===== src/rtl/pyr_pkg.sv =====
`timescale 1ns/1ps
package pyr_pkg;

    parameter int PYR_WIDTH = 4;

    // action taken by the counter on the coming edge
    typedef enum logic [1:0] {
        ACT_HOLD    = 2'd0,
        ACT_ADVANCE = 2'd1,
        ACT_WRAP    = 2'd2,
        ACT_CLEAR   = 2'd3
    } pyr_act_e;

endpackage


===== src/rtl/pyr_compare.sv =====
`timescale 1ns/1ps
module pyr_compare #(
    parameter int WIDTH = 4
) (
    input  logic [WIDTH-1:0] cnt,
    input  logic [WIDTH-1:0] lim,
    output logic             at_limit,
    output logic             cnt_zero,
    output logic             lim_zero
);

    always_comb begin
        at_limit = (cnt == lim);
        cnt_zero = (cnt == '0);
        lim_zero = (lim == '0);
    end

endmodule


===== src/rtl/pyr_act_decode.sv =====
`timescale 1ns/1ps
module pyr_act_decode
    import pyr_pkg::*;
(
    input  logic     clr,
    input  logic     en,
    input  logic     at_limit,
    output pyr_act_e act
);

    always_comb begin
        unique casez ({clr, en, at_limit})
            3'b1??:  act = ACT_CLEAR;
            3'b00?:  act = ACT_HOLD;
            3'b010:  act = ACT_ADVANCE;
            3'b011:  act = ACT_WRAP;
            default: act = ACT_HOLD;
        endcase
    end

endmodule


===== src/rtl/pyr_limit_next.sv =====
`timescale 1ns/1ps
module pyr_limit_next #(
    parameter int WIDTH = 4
) (
    input  logic [WIDTH-1:0] lim,
    input  logic             lim_zero,
    output logic [WIDTH-1:0] lim_after_pass
);

    localparam logic [WIDTH-1:0] LIM_TOP = {WIDTH{1'b1}};

    always_comb begin
        case (lim_zero)
            1'b1:    lim_after_pass = LIM_TOP;
            default: lim_after_pass = lim - 1'b1;
        endcase
    end

endmodule


===== src/rtl/pyramid_counter.sv =====
`timescale 1ns/1ps
module pyramid_counter
    import pyr_pkg::*;
#(
    parameter int WIDTH = PYR_WIDTH
) (
    input  logic             clk,
    input  logic             clr,
    input  logic             en,
    output logic [WIDTH-1:0] count_o,
    output logic             pass_end_o,
    output logic             step_one_o
);

    localparam logic [WIDTH-1:0] LIM_TOP = {WIDTH{1'b1}};

    typedef struct packed {
        logic [WIDTH-1:0] cnt;
        logic [WIDTH-1:0] lim;
        logic             pass_end;
        logic             step_one;
    } pyr_state_t;

    pyr_state_t st_d, st_q;

    logic             at_limit, cnt_zero, lim_zero;
    logic [WIDTH-1:0] lim_after_pass;
    logic [WIDTH-1:0] lim_q;
    pyr_act_e         act;

    pyr_compare #(.WIDTH(WIDTH)) u_cmp (
        .cnt      (st_q.cnt),
        .lim      (st_q.lim),
        .at_limit (at_limit),
        .cnt_zero (cnt_zero),
        .lim_zero (lim_zero)
    );

    pyr_act_decode u_dec (
        .clr      (clr),
        .en       (en),
        .at_limit (at_limit),
        .act      (act)
    );

    pyr_limit_next #(.WIDTH(WIDTH)) u_lim (
        .lim            (st_q.lim),
        .lim_zero       (lim_zero),
        .lim_after_pass (lim_after_pass)
    );

    always_comb begin
        st_d = st_q;
        case (act)
            ACT_CLEAR: begin
                st_d.cnt      = '0;
                st_d.lim      = LIM_TOP;
                st_d.pass_end = 1'b0;
                st_d.step_one = 1'b0;
            end
            ACT_WRAP: begin
                st_d.cnt      = '0;
                st_d.lim      = lim_after_pass;
                st_d.pass_end = 1'b1;
                st_d.step_one = 1'b0;
            end
            ACT_ADVANCE: begin
                st_d.cnt      = st_q.cnt + 1'b1;
                st_d.pass_end = 1'b0;
                st_d.step_one = cnt_zero;
            end
            default: begin
                st_d.pass_end = 1'b0;
                st_d.step_one = 1'b0;
            end
        endcase
    end

    always_ff @(posedge clk) begin
        st_q <= st_d;
    end

    assign count_o    = st_q.cnt;
    assign pass_end_o = st_q.pass_end;
    assign step_one_o = st_q.step_one;
    assign lim_q      = st_q.lim;

endmodule


===== config.mk =====
export PLATFORM = sky130hd
export DESIGN_NAME = pyramid_counter
export DESIGN_NICKNAME = d
export VERILOG_FILES = /design/src/rtl/pyr_pkg.sv /design/src/rtl/pyr_compare.sv /design/src/rtl/pyr_act_decode.sv /design/src/rtl/pyr_limit_next.sv /design/src/rtl/pyramid_counter.sv
export SDC_FILE = /design/constraint.sdc
export NUM_CORES = 1
export LEC_CHECK = 0
export BUFFER_PORTS_ARGS = -buffer_cell sky130_fd_sc_hd__buf_4
export CAP_MARGIN = 40
export CORE_AREA = 3 3 40 42
export CTS_CLUSTER_SIZE = 40
export DETAILED_ROUTE_END_ITERATION = 10
export DIE_AREA = 0 0 43 45
export PLACE_DENSITY_LB_ADDON = 0.25
export SETUP_SLACK_MARGIN = 0.05
export SLEW_MARGIN = 20
export SYNTH_ARGS = -nofsm -noshare
export SYNTH_HDL_FRONTEND = slang
export SYNTH_SLANG_ARGS = --single-unit

===== constraint.sdc =====
create_clock -name clk -period 3.95 [get_ports clk]
set_input_delay 0.395 -clock clk [delete_from_list [all_inputs] [get_ports clk]]
set_output_delay 0.395 -clock clk [all_outputs]
set_load 0.02 [all_outputs]

After elaboration in Yosys (flattened, before gate mapping):

Index checks and enable logic that the tools add are counted.

* bits of input ports: 3
* word-level logic and storage cells: 23
* flip-flop bits (word level): 10
* output and inout port bits: 6

* multiplexer cells: 5
* equal/unequal tests: 6
* reduce and logical (&&, ||, !) cells: 6
* add/subtract/negate cells: 2

Operators with widths (number)
* 4-bit case mux with 2 select lines: 2
* 4-bit logical NOT: 2
* 2-bit case mux with 4 select lines: 1
* 3-bit by 2-bit equality test with 1-bit output, second input constant: 2
* 4-bit by 1-bit adder with 4-bit output, second input constant: 1
* 2-bit equality test, second input constant: 2
* 4-bit equality test: 1
* 4-bit 2-to-1 mux: 1
* 2-bit case mux with 2 select lines: 1
* 2-bit nonzero test: 2
* 4-bit by 1-bit subtractor with 4-bit output, second input constant: 1
* 2-bit by 1-bit equality test with 1-bit output, second input constant: 1
* 2-bit logical NOT: 1
* 2-bit OR reduction: 1

Logic depth before layout (Yosys ltp):

Gate-level depths: netlist (run 1).

* depth in word-level cells: 6
* depth in mapped cells: 4
* gate-level depth less buffers: 4

Modules after synthesis:

A second synthesis (run 1) with hierarchy kept.

* cells, all modules: 50
* area total of the unflattened synthesis: 556.8 um2

By module, submodules not included
* pyramid_counter: sequential area each 280.3 um2, instances 1, area an instance 406.6 um2, cells each 30
* pyr_limit_next: sequential area each 0.0 um2, instances 1, area an instance 70.1 um2, cells each 10
* pyr_compare: sequential area each 0.0 um2, instances 1, area an instance 60.1 um2, cells each 7
* pyr_act_decode: sequential area each 0.0 um2, instances 1, area an instance 20.0 um2, cells each 3

Worst setup path after synthesis (run 1):

No wires, ideal clock.

* kind: flip-flop to flip-flop
* from: register st_q, in the netlist count_o[1]
* to: register st_q, in the netlist lim_q[0], enable pin
* required time: 3644 ps
* arrival time: 1414 ps
* path slack: 2230 ps
* path buffers: 0
* stages on the path, launching flop included: 4
* library setup time: 306 ps
* clock period less this slack: 1720 ps
* cells stage by stage: edfxtp_1 -> xor2_1 -> nor4_2 -> a21o_1

* longest elaborated chain between the ends: 5
* elaborated cells on any way between the ends: 7
* classes of those cells: eq/ne: 5; mux: 1; reduce/logical: 1

RTL lines
* start: declaration: line pyramid_counter.sv:24 `pyr_state_t st_d, st_q;`
* start signal: assignment: line pyramid_counter.sv:80 `st_q <= st_d;`
* 4-bit equality test *: line pyr_compare.sv:13 `at_limit = (cnt == lim);`
* 3-bit by 2-bit equality test with 1-bit output: line pyr_act_decode.sv:12 `unique casez ({clr, en, at_limit})`
* 2-bit case mux with 4 select lines *: line pyr_act_decode.sv:12
* 2-bit equality test: line pyramid_counter.sv:54 `case (act)`
* 2-bit nonzero test (no line) *

Mark *: on every way between the ends. The rest lies on a longest branch, timed or not.
A chain may end at the register's enable or synchronous reset.

Worst setup path in the final report (run 1):

* from: register st_q, in the netlist count_o[1]
* to: register st_q, in the netlist lim_q[2], enable pin

The elaborated chain is that of the path after synthesis.

==> results of run 1 <==
worst max path at each step:
stage                          start        to  depth (start not counted)
final                     count_o[1]  lim_q[2]                          3
after global routing      count_o[1]  lim_q[0]                          3
after CTS                 count_o[1]  lim_q[0]                          3
after detailed placement  count_o[1]  lim_q[1]                          3
after global placement    count_o[1]  lim_q[1]                          3
after floorplan           count_o[1]  lim_q[0]                          3
power breakdown:
part	internal, mW	switching, mW
sequential	0.118	0.00545
combinational	0.0121	0.0152
clock	0.0349	0.0298
total	0.165	0.0505
worst max-delay path: stages (launching register included):
cell and delay (ps):
edfxtp_1 480, xor2_1 210, nor4_2 510, a21o_1 270
per-layer routing:
metal	share of wire (%)	vias to the layer above	wire (um)
li1	-	181	-
met1	47	161	397
met2	46	13	390
met3	6.7	2	57
met4	0.94	0	8
met5	0	-	0
logic make-up (layout without fill, tap and decap cells):
group / Yosys count / after routing / synth area share (%)
and+or+nand+nor: 16 / 16 / 17.8
DFF: 10 / 10 / 52.6
xor gates and xnor gates: 8 / 8 / 13.1
buffers and inverters: 5 / 16 / 3.52
adders and majority gates: 3 / 3 / 7.04
AOI/OAI and AO/OA: 3 / 3 / 5.87
stage by stage:
stage	total power, mW	worst slack [ps]	hold slack [ps]
finish	0.215	2180	474
global route	0.229	2040	469
CTS	0.220	2180	462
detailed placement	0.153	2200	546
global placement	0.153	2220	547
floorplan	0.142	2230	598
layout by cell type (no fill, tap or decap), drive strengths merged:
| cell type | instances |
|---|---|
| edfxtp | 8 |
| buf | 8 |
| inv | 5 |
| xor2 | 5 |
| nor2 | 5 |
| nand3 | 5 |
| xnor2 | 3 |
| ha | 3 |
| clkbuf | 3 |
| dfxtp | 2 |
| nor2b | 1 |
| nor4 | 1 |
| and2 | 1 |
| o41ai | 1 |
| nor4b | 1 |
| a21o | 1 |
| or2 | 1 |
| a21boi | 1 |
| nor3 | 1 |
area by class of cell:
cell class,count,area [sq um]
clock buffers,3,22.5
fillers,122,651
well taps,15,18.8
multi-input cells,30,234
inverters,5,18.8
repair buffers,8,60.1
flip-flops and latches,10,280
registers in the layout, indices dropped and copies added (netlist names):
register    cells
count_o         4
lim_q           4
pass_end_o      1
step_one_o      1
==> results.json, run 1 <==
{
  "ctsHtreeMaxLevel": 1,
  "num_antenna_cells": 0,
  "drv_cap": 0,
  "synthesis.nets": 51,
  "clk_pin_slew_ps": 60,
  "r2r_start": "count_o[1]",
  "grt_pass1_wl_um": 1430,
  "core_region_area_sq_um": 1280,
  "antenna_found_initial": 0,
  "synthTopCellsByCount": "edfxtp_1, inv_1, nand3_1, nor2_1, xor2_1",
  "grt_pass1_vias": 319,
  "grt_use_met2_pct": 15.3,
  "yosysWarnings": 0,
  "die_w_um": 43,
  "firstDrtPassIters": 4,
  "min_to": "lim_q[2]",
  "setup_viol_count_final": 0,
  "cts_buffers": 3,
  "grt_start_max_net_pins": 7,
  "run_status": "finished clean",
  "drv_slew": 0,
  "final_cells": 71,
  "ir_worst_vdd_v": 0.000189,
  "drt-total-wl_um": 853,
  "post_cts_buffers": 0,
  "hold_start": "clr",
  "hold_viol": 0,
  "total_leakage_power_nw": 0.248,
  "drc": 0,
  "drt_iter0_markers": 9,
  "crit_arrival_ps": 1730,
  "drive_above_1_share_pct": 26.8,
  "skew_ps": 4.73,
  "required_ps": 3900,
  "synth_top_area_share_pct": 45.1,
  "cts_root_buf": "clkbuf_4",
  "synth_cells": 45,
  "overflow": 0,
  "max_slew.worst_pin.slew_ps": 544,
  "p_per_area_nw_per_um2": 340,
  "grtUsageMet1_pct": 13.1,
  "synth.most_common_cell": "edfxtp_1",
  "design_area_sq_um": 634,
  "wire_per_inst_um": 12.0,
  "grtUsageMet3_pct": 3.59,
  "final_util_pct": 49.4,
  "routed_via_density": 5.03,
  "clk_path_buf_depth": 2,
  "place_hpwl_um": 648,
  "rsz0062_at_grt": "no",
  "synth_ff_type": "edfxtp_1",
  "clkLatencyLatePin_ps": 260,
  "dpl-instance-area_sq_um": 612,
  "hold_class": "primary input to flip-flop",
  "timing.slew.headroom_pct": 63.4,
  "fin_setup_tns_ps": 0,
  "max_freq_ghz": 0.565,
  "track_usage_pct": 10.5,
  "busiest_layer": "met2",
  "routabilityCongestion": 0.670,
  "cts.sinks": 10,
  "endpoint_kind": "flip-flop",
  "synth_area_sq_um": 533,
  "worstRegToRegCells": 3,
  "port_buffers": 8,
  "r2r_end": "lim_q[2]",
  "cts_tree": "built",
  "cts-hold-fix-buffers": 0,
  "fin_crit_ps": 1770,
  "num_vias": 357,
  "ys_seq_area_share_pct": 52.6,
  "synthArstFlopShare_pct": 0,
  "fp.dieH_um": 45,
  "synth_edf_count": 8,
  "cp_max_fo": 6,
  "synth_top_cells_by_area": "edfxtp_1, xor2_1, dfxtp_1, ha_1, xnor2_1",
  "avgSynthCellArea_sq_um": 11.8,
  "critical_path_class": "flip-flop to flip-flop",
  "start_util_pct": 41.5,
  "synth.lib_cells_used.distinct": 17,
  "synth_seq_cells": 10,
  "post-route-period-util_pct": 44.8,
  "num_rows": 13,
  "final_nets": 64,
  "die_area_sq_um": 1940,
  "area_growth_pct": 19.0,
  "dpl.cell_count": 68,
  "hold_path_depth": 3,
  "postRouteAntennaNets": 0,
  "ff2ff_setup_slack_ps": 2180,
  "start_kind": "flip-flop",
  "cts_resized": 0,
  "yosysTopAreaCell": "edfxtp_1",
  "ios": 9
}
Note: power is estimated with default switching activity, not from simulation.
==> run 2, diff against run 1 <==
clock period = 1.7 ns   (was 3.95 ns; I/O delays follow)
==> results.json, run 2 (synthesized netlist as in run 1, its figures left out) <==
{
  "grt_pass1_wl_um": 1550,
  "critical_path_class": "flip-flop to flip-flop",
  "start_kind": "flip-flop",
  "track_usage_pct": 11.3,
  "port_buffers": 8,
  "max_slew.worst_pin.slew_ps": 353,
  "fillers": 118,
  "place_hpwl_um": 802,
  "postRouteAntennaNets": 0,
  "clk_pin_slew_ps": 70,
  "hold_class": "primary input to flip-flop",
  "multi_input_area_sq_um": 250,
  "total_leakage_power_nw": 0.302,
  "routabilityCongestion": 0.769,
  "fin_setup_tns_ps": 0,
  "cts_root_buf": "clkbuf_4",
  "rsz0062_at_grt": "no",
  "timing.slew.headroom_pct": 76.4,
  "fin_crit_ps": 1530,
  "run_status": "finished clean",
  "start_util_pct": 41.5,
  "core_region_area_sq_um": 1280,
  "cts_tree": "built",
  "cts.sinks": 10,
  "ctsHtreeMaxLevel": 1,
  "die_area_sq_um": 1940,
  "final_util_pct": 56.4,
  "num_vias": 379,
  "final_nets": 72,
  "firstDrtPassIters": 4,
  "grt_start_max_net_pins": 7,
  "clk_path_buf_depth": 2,
  "regArea_sq_um": 280,
  "die_w_um": 43,
  "num_antenna_cells": 0,
  "worstRegToRegCells": 3,
  "hold_viol": 0,
  "drv_cap": 0,
  "drt_iter0_markers": 9,
  "clkLatencyLatePin_ps": 260,
  "cts_buffers": 3,
  "num_rows": 13,
  "post-route-period-util_pct": 90.2,
  "skew_ps": 10.4,
  "area_growth_pct": 35.9,
  "drc": 0,
  "routed_via_density": 4.74,
  "p_per_area_nw_per_um2": 800,
  "drive_above_1_share_pct": 38.5,
  "layout_commonest_cell": "buf_4",
  "grt_pass1_vias": 353,
  "cts_resized": 0,
  "drt-total-wl_um": 969,
  "mostFrequentLayoutCells": "buf_4, edfxtp_1, inv_1, nor2_1, nand3_1",
  "drv_slew": 0,
  "cp_max_fo": 4,
  "endpoint_kind": "flip-flop",
  "crit_arrival_ps": 1490,
  "wire_per_inst_um": 12.1,
  "overflow": 0,
  "p_total_mw": 0.579,
  "required_ps": 1660,
  "antenna_found_initial": 0,
  "ios": 9,
  "hold_path_depth": 2,
  "ir_worst_vdd_v": 0.000417,
  "setup_viol_count_final": 0,
  "max_freq_ghz": 0.652,
  "fp.dieH_um": 45
}
==> run 2: changes by cell type in the layout (fill, tap and decap cells not counted), sizes merged <==
cell    before  now
clkbuf       3    4
buf          8   16
==> run 2: area by class of cell <==
cell class                 count  share of cell area (%)
inverter                       5                    2.59
multi-input combinational     30                    34.5
clock buffer                   4                    5.01
tap                           15                    2.59
timing repair buffer          16                    16.6
sequential                    10                    38.7
==> run 2: final timing paths <==
| kind | from | to | slack, ps |
|---|---|---|---|
| setup / recovery | lim_q[2] | lim_q[2] | 170 |
| hold / removal | en | count_o[0] | 280 |
| setup reg to reg | lim_q[2] | lim_q[2] | 170 |
| hold reg to reg | count_o[3] | step_one_o | 590 |
==> run 2: routing by layer <==
layer	vias to the layer above	share of wire, %	global-route usage [%]
li1	196	-	-
met1	171	46	14.5
met2	10	47	16.2
met3	2	6.3	3.98
met4	0	0.62	7.23
met5	-	0	0
==> run 2: timing repair <==
action,in CTS,in global routing
endpoints found under the setup margin,0,4
setup buffers,0,1
hold buffers,0,0
==> run 2: critical path, stage by stage (launching register included) <==
cell and delay (ps):
edfxtp_1 440, xor2_2 220, nor4_4 350, a21o_1 230
==> run 2: report_power, final <==
part           switching (mW)  leakage (nW)  total, mW  internal (mW)
clock network          0.0809        0.0210      0.211          0.130
logic                  0.0486         0.194     0.0894         0.0408
registers             0.00597        0.0875      0.279          0.273
==> run 2: per-stage QoR <==
stage               hold slack (ps)  setup slack [ps]  instances  cell area [sq um]
finish                          277               167         80                724
global route                    273              83.6         80                724
CTS                             272              91.1         79                717
detailed placement              553              96.9         75                681
global placement                546               127         75                681
floorplan                       384              35.2         45                549
==> run 3, diff against run 2 <==
SETUP_SLACK_MARGIN = 0.5   (was 0.05)
==> results.json, run 3 (synthesized netlist as in run 1, its figures left out) <==
{
  "required_ps": 1720,
  "max_slew.worst_pin.slew_ps": 332,
  "r2r_end": "count_o[2]",
  "sw_frac_of_total_pct": 25.7,
  "cts.sinks": 10,
  "post-route-period-util_pct": 88.8,
  "cp_max_fo": 5,
  "firstDrtPassIters": 3,
  "grt_pass1_wl_um": 1930,
  "ctsHtreeMaxLevel": 1,
  "hold_class": "primary input to flip-flop",
  "die_area_sq_um": 1940,
  "seqPwrFrac_pct": 50.6,
  "wire_per_inst_um": 13.0,
  "place_hpwl_um": 806,
  "rsz0062_at_grt": "yes",
  "hold_viol": 0,
  "drv_slew": 0,
  "num_antenna_cells": 0,
  "die_w_um": 43,
  "endpoint_kind": "flip-flop",
  "timing.slew.headroom_pct": 77.8,
  "core_region_area_sq_um": 1280,
  "fillers": 105,
  "drive_above_1_share_pct": 54.9,
  "drt_iter0_markers": 6,
  "drv_cap": 0,
  "p_total_mw": 0.556,
  "clk_path_buf_depth": 2,
  "max_freq_ghz": 0.663,
  "clk_pin_slew_ps": 70,
  "drc": 0,
  "hold_path_depth": 2,
  "min_to": "count_o[3]",
  "antenna_found_initial": 0,
  "fp.dieH_um": 45,
  "run_status": "finished clean",
  "worstRegToRegCells": 4,
  "cts_root_buf": "clkbuf_4",
  "cts-hold-fix-buffers": 0,
  "internal_power_mw": 0.413,
  "setup_viol_count_final": 0,
  "ir_worst_vdd_v": 0.000447,
  "port_buffers": 8,
  "cts_buffers": 3,
  "routabilityCongestion": 0.764,
  "layout_commonest_cell": "buf_4",
  "cts_tree": "built",
  "critical_path_class": "flip-flop to flip-flop",
  "fin_crit_ps": 1510,
  "final_nets": 78,
  "routed_via_density": 4.71,
  "mostFrequentLayoutCells": "buf_4, edfxtp_1, inv_1, nand3_2",
  "num_vias": 405,
  "grt_start_max_net_pins": 7,
  "netSwitchingPower_mw": 0.143,
  "num_rows": 13,
  "total_leakage_power_nw": 0.330,
  "clkLatencyLatePin_ps": 260,
  "p_comb_share_pct": 18.2,
  "postRouteAntennaNets": 0,
  "overflow": 0,
  "p_per_area_nw_per_um2": 686,
  "ios": 9,
  "p_clk_share_pct": 31.2,
  "hold_start": "en",
  "start_util_pct": 41.5,
  "fin_setup_tns_ps": 0,
  "skew_ps": 1.88,
  "crit_arrival_ps": 1530,
  "start_kind": "flip-flop",
  "drt-total-wl_um": 1120,
  "grt_pass1_vias": 429,
  "track_usage_pct": 14.1,
  "area_growth_pct": 52.1,
  "ff2ff_setup_slack_ps": 190,
  "r2r_start": "lim_q[0]"
}
[run 3: cell types whose count changed in the layout (fill, tap and decap cells not counted), sizes merged]
cell  previous run  this run
buf             16        22
[run 3: what timing repair did]
| item | CTS | global route |
|---|---|---|
| resized for setup | 9 | 2 |
| buffers inserted | 4 | 2 |
| pin swaps | 5 | 2 |
| hold endpoints to repair | 0 | 0 |
| setup endpoints to repair | 16 | 17 |
[run 3: power groups by stage]
stage	clock, mW	sequential [mW]	combinational (mW)
3_5_place_dp	0	0.286	0.0914
5_1_grt	0.184	0.283	0.111
2_1_floorplan	0	0.301	0.0346
6_report	0.173	0.281	0.101
4_1_cts	0.177	0.281	0.0985
3_3_place_gp	0	0.286	0.0901
[run 3: final cells by class]
type	count	area, sq um	area share (%)
multi-input combinational	30	294	36.3
sequential	10	280	34.6
timing repair buffer	22	173	21.3
clock buffer	4	26.3	3.24
inverter	5	18.8	2.31
tap	15	18.8	2.31
[run 3: per-layer routing]
metal | up-vias | share of wire, % | routed length (um) | track usage (%)
met1 | 190 | 45 | 500 | 17.0
met4 | 0 | 0.54 | 6 | 5.42
li1 | 205 | - | - | -
met2 | 8 | 50 | 560 | 24.0
met3 | 2 | 4.8 | 54 | 3.98
met5 | - | 0 | 0 | 0
[run 3: worst max-delay path by stage]
stage / startpoint / endpoint / slack, ps
global placement: lim_q[0] / lim_q[3] / 180
CTS: count_o[2] / lim_q[1] / 200
global route: lim_q[0] / count_o[2] / 130
finish: lim_q[0] / count_o[2] / 190
floorplan: count_o[2] / lim_q[0] / 40
detailed placement: lim_q[0] / lim_q[3] / 170
[run 3: worst max-delay path: stages (launching register included)]
cell and delay [ps]:
edfxtp_1 480, xor2_2 240, o41ai_2 310, buf_4 190, nor2_1 50
[run 3: stage by stage]
step,instance area (sq um),instances,hold WS (ps),utilization [%],setup slack (ps)
finish,811,86,285,63.1,191
global route,811,86,306,63.1,127
CTS,788,84,288,61.3,201
detailed placement,696,76,564,54.1,168
global placement,696,76,552,54.1,175
floorplan,557,45,384,-,38.7
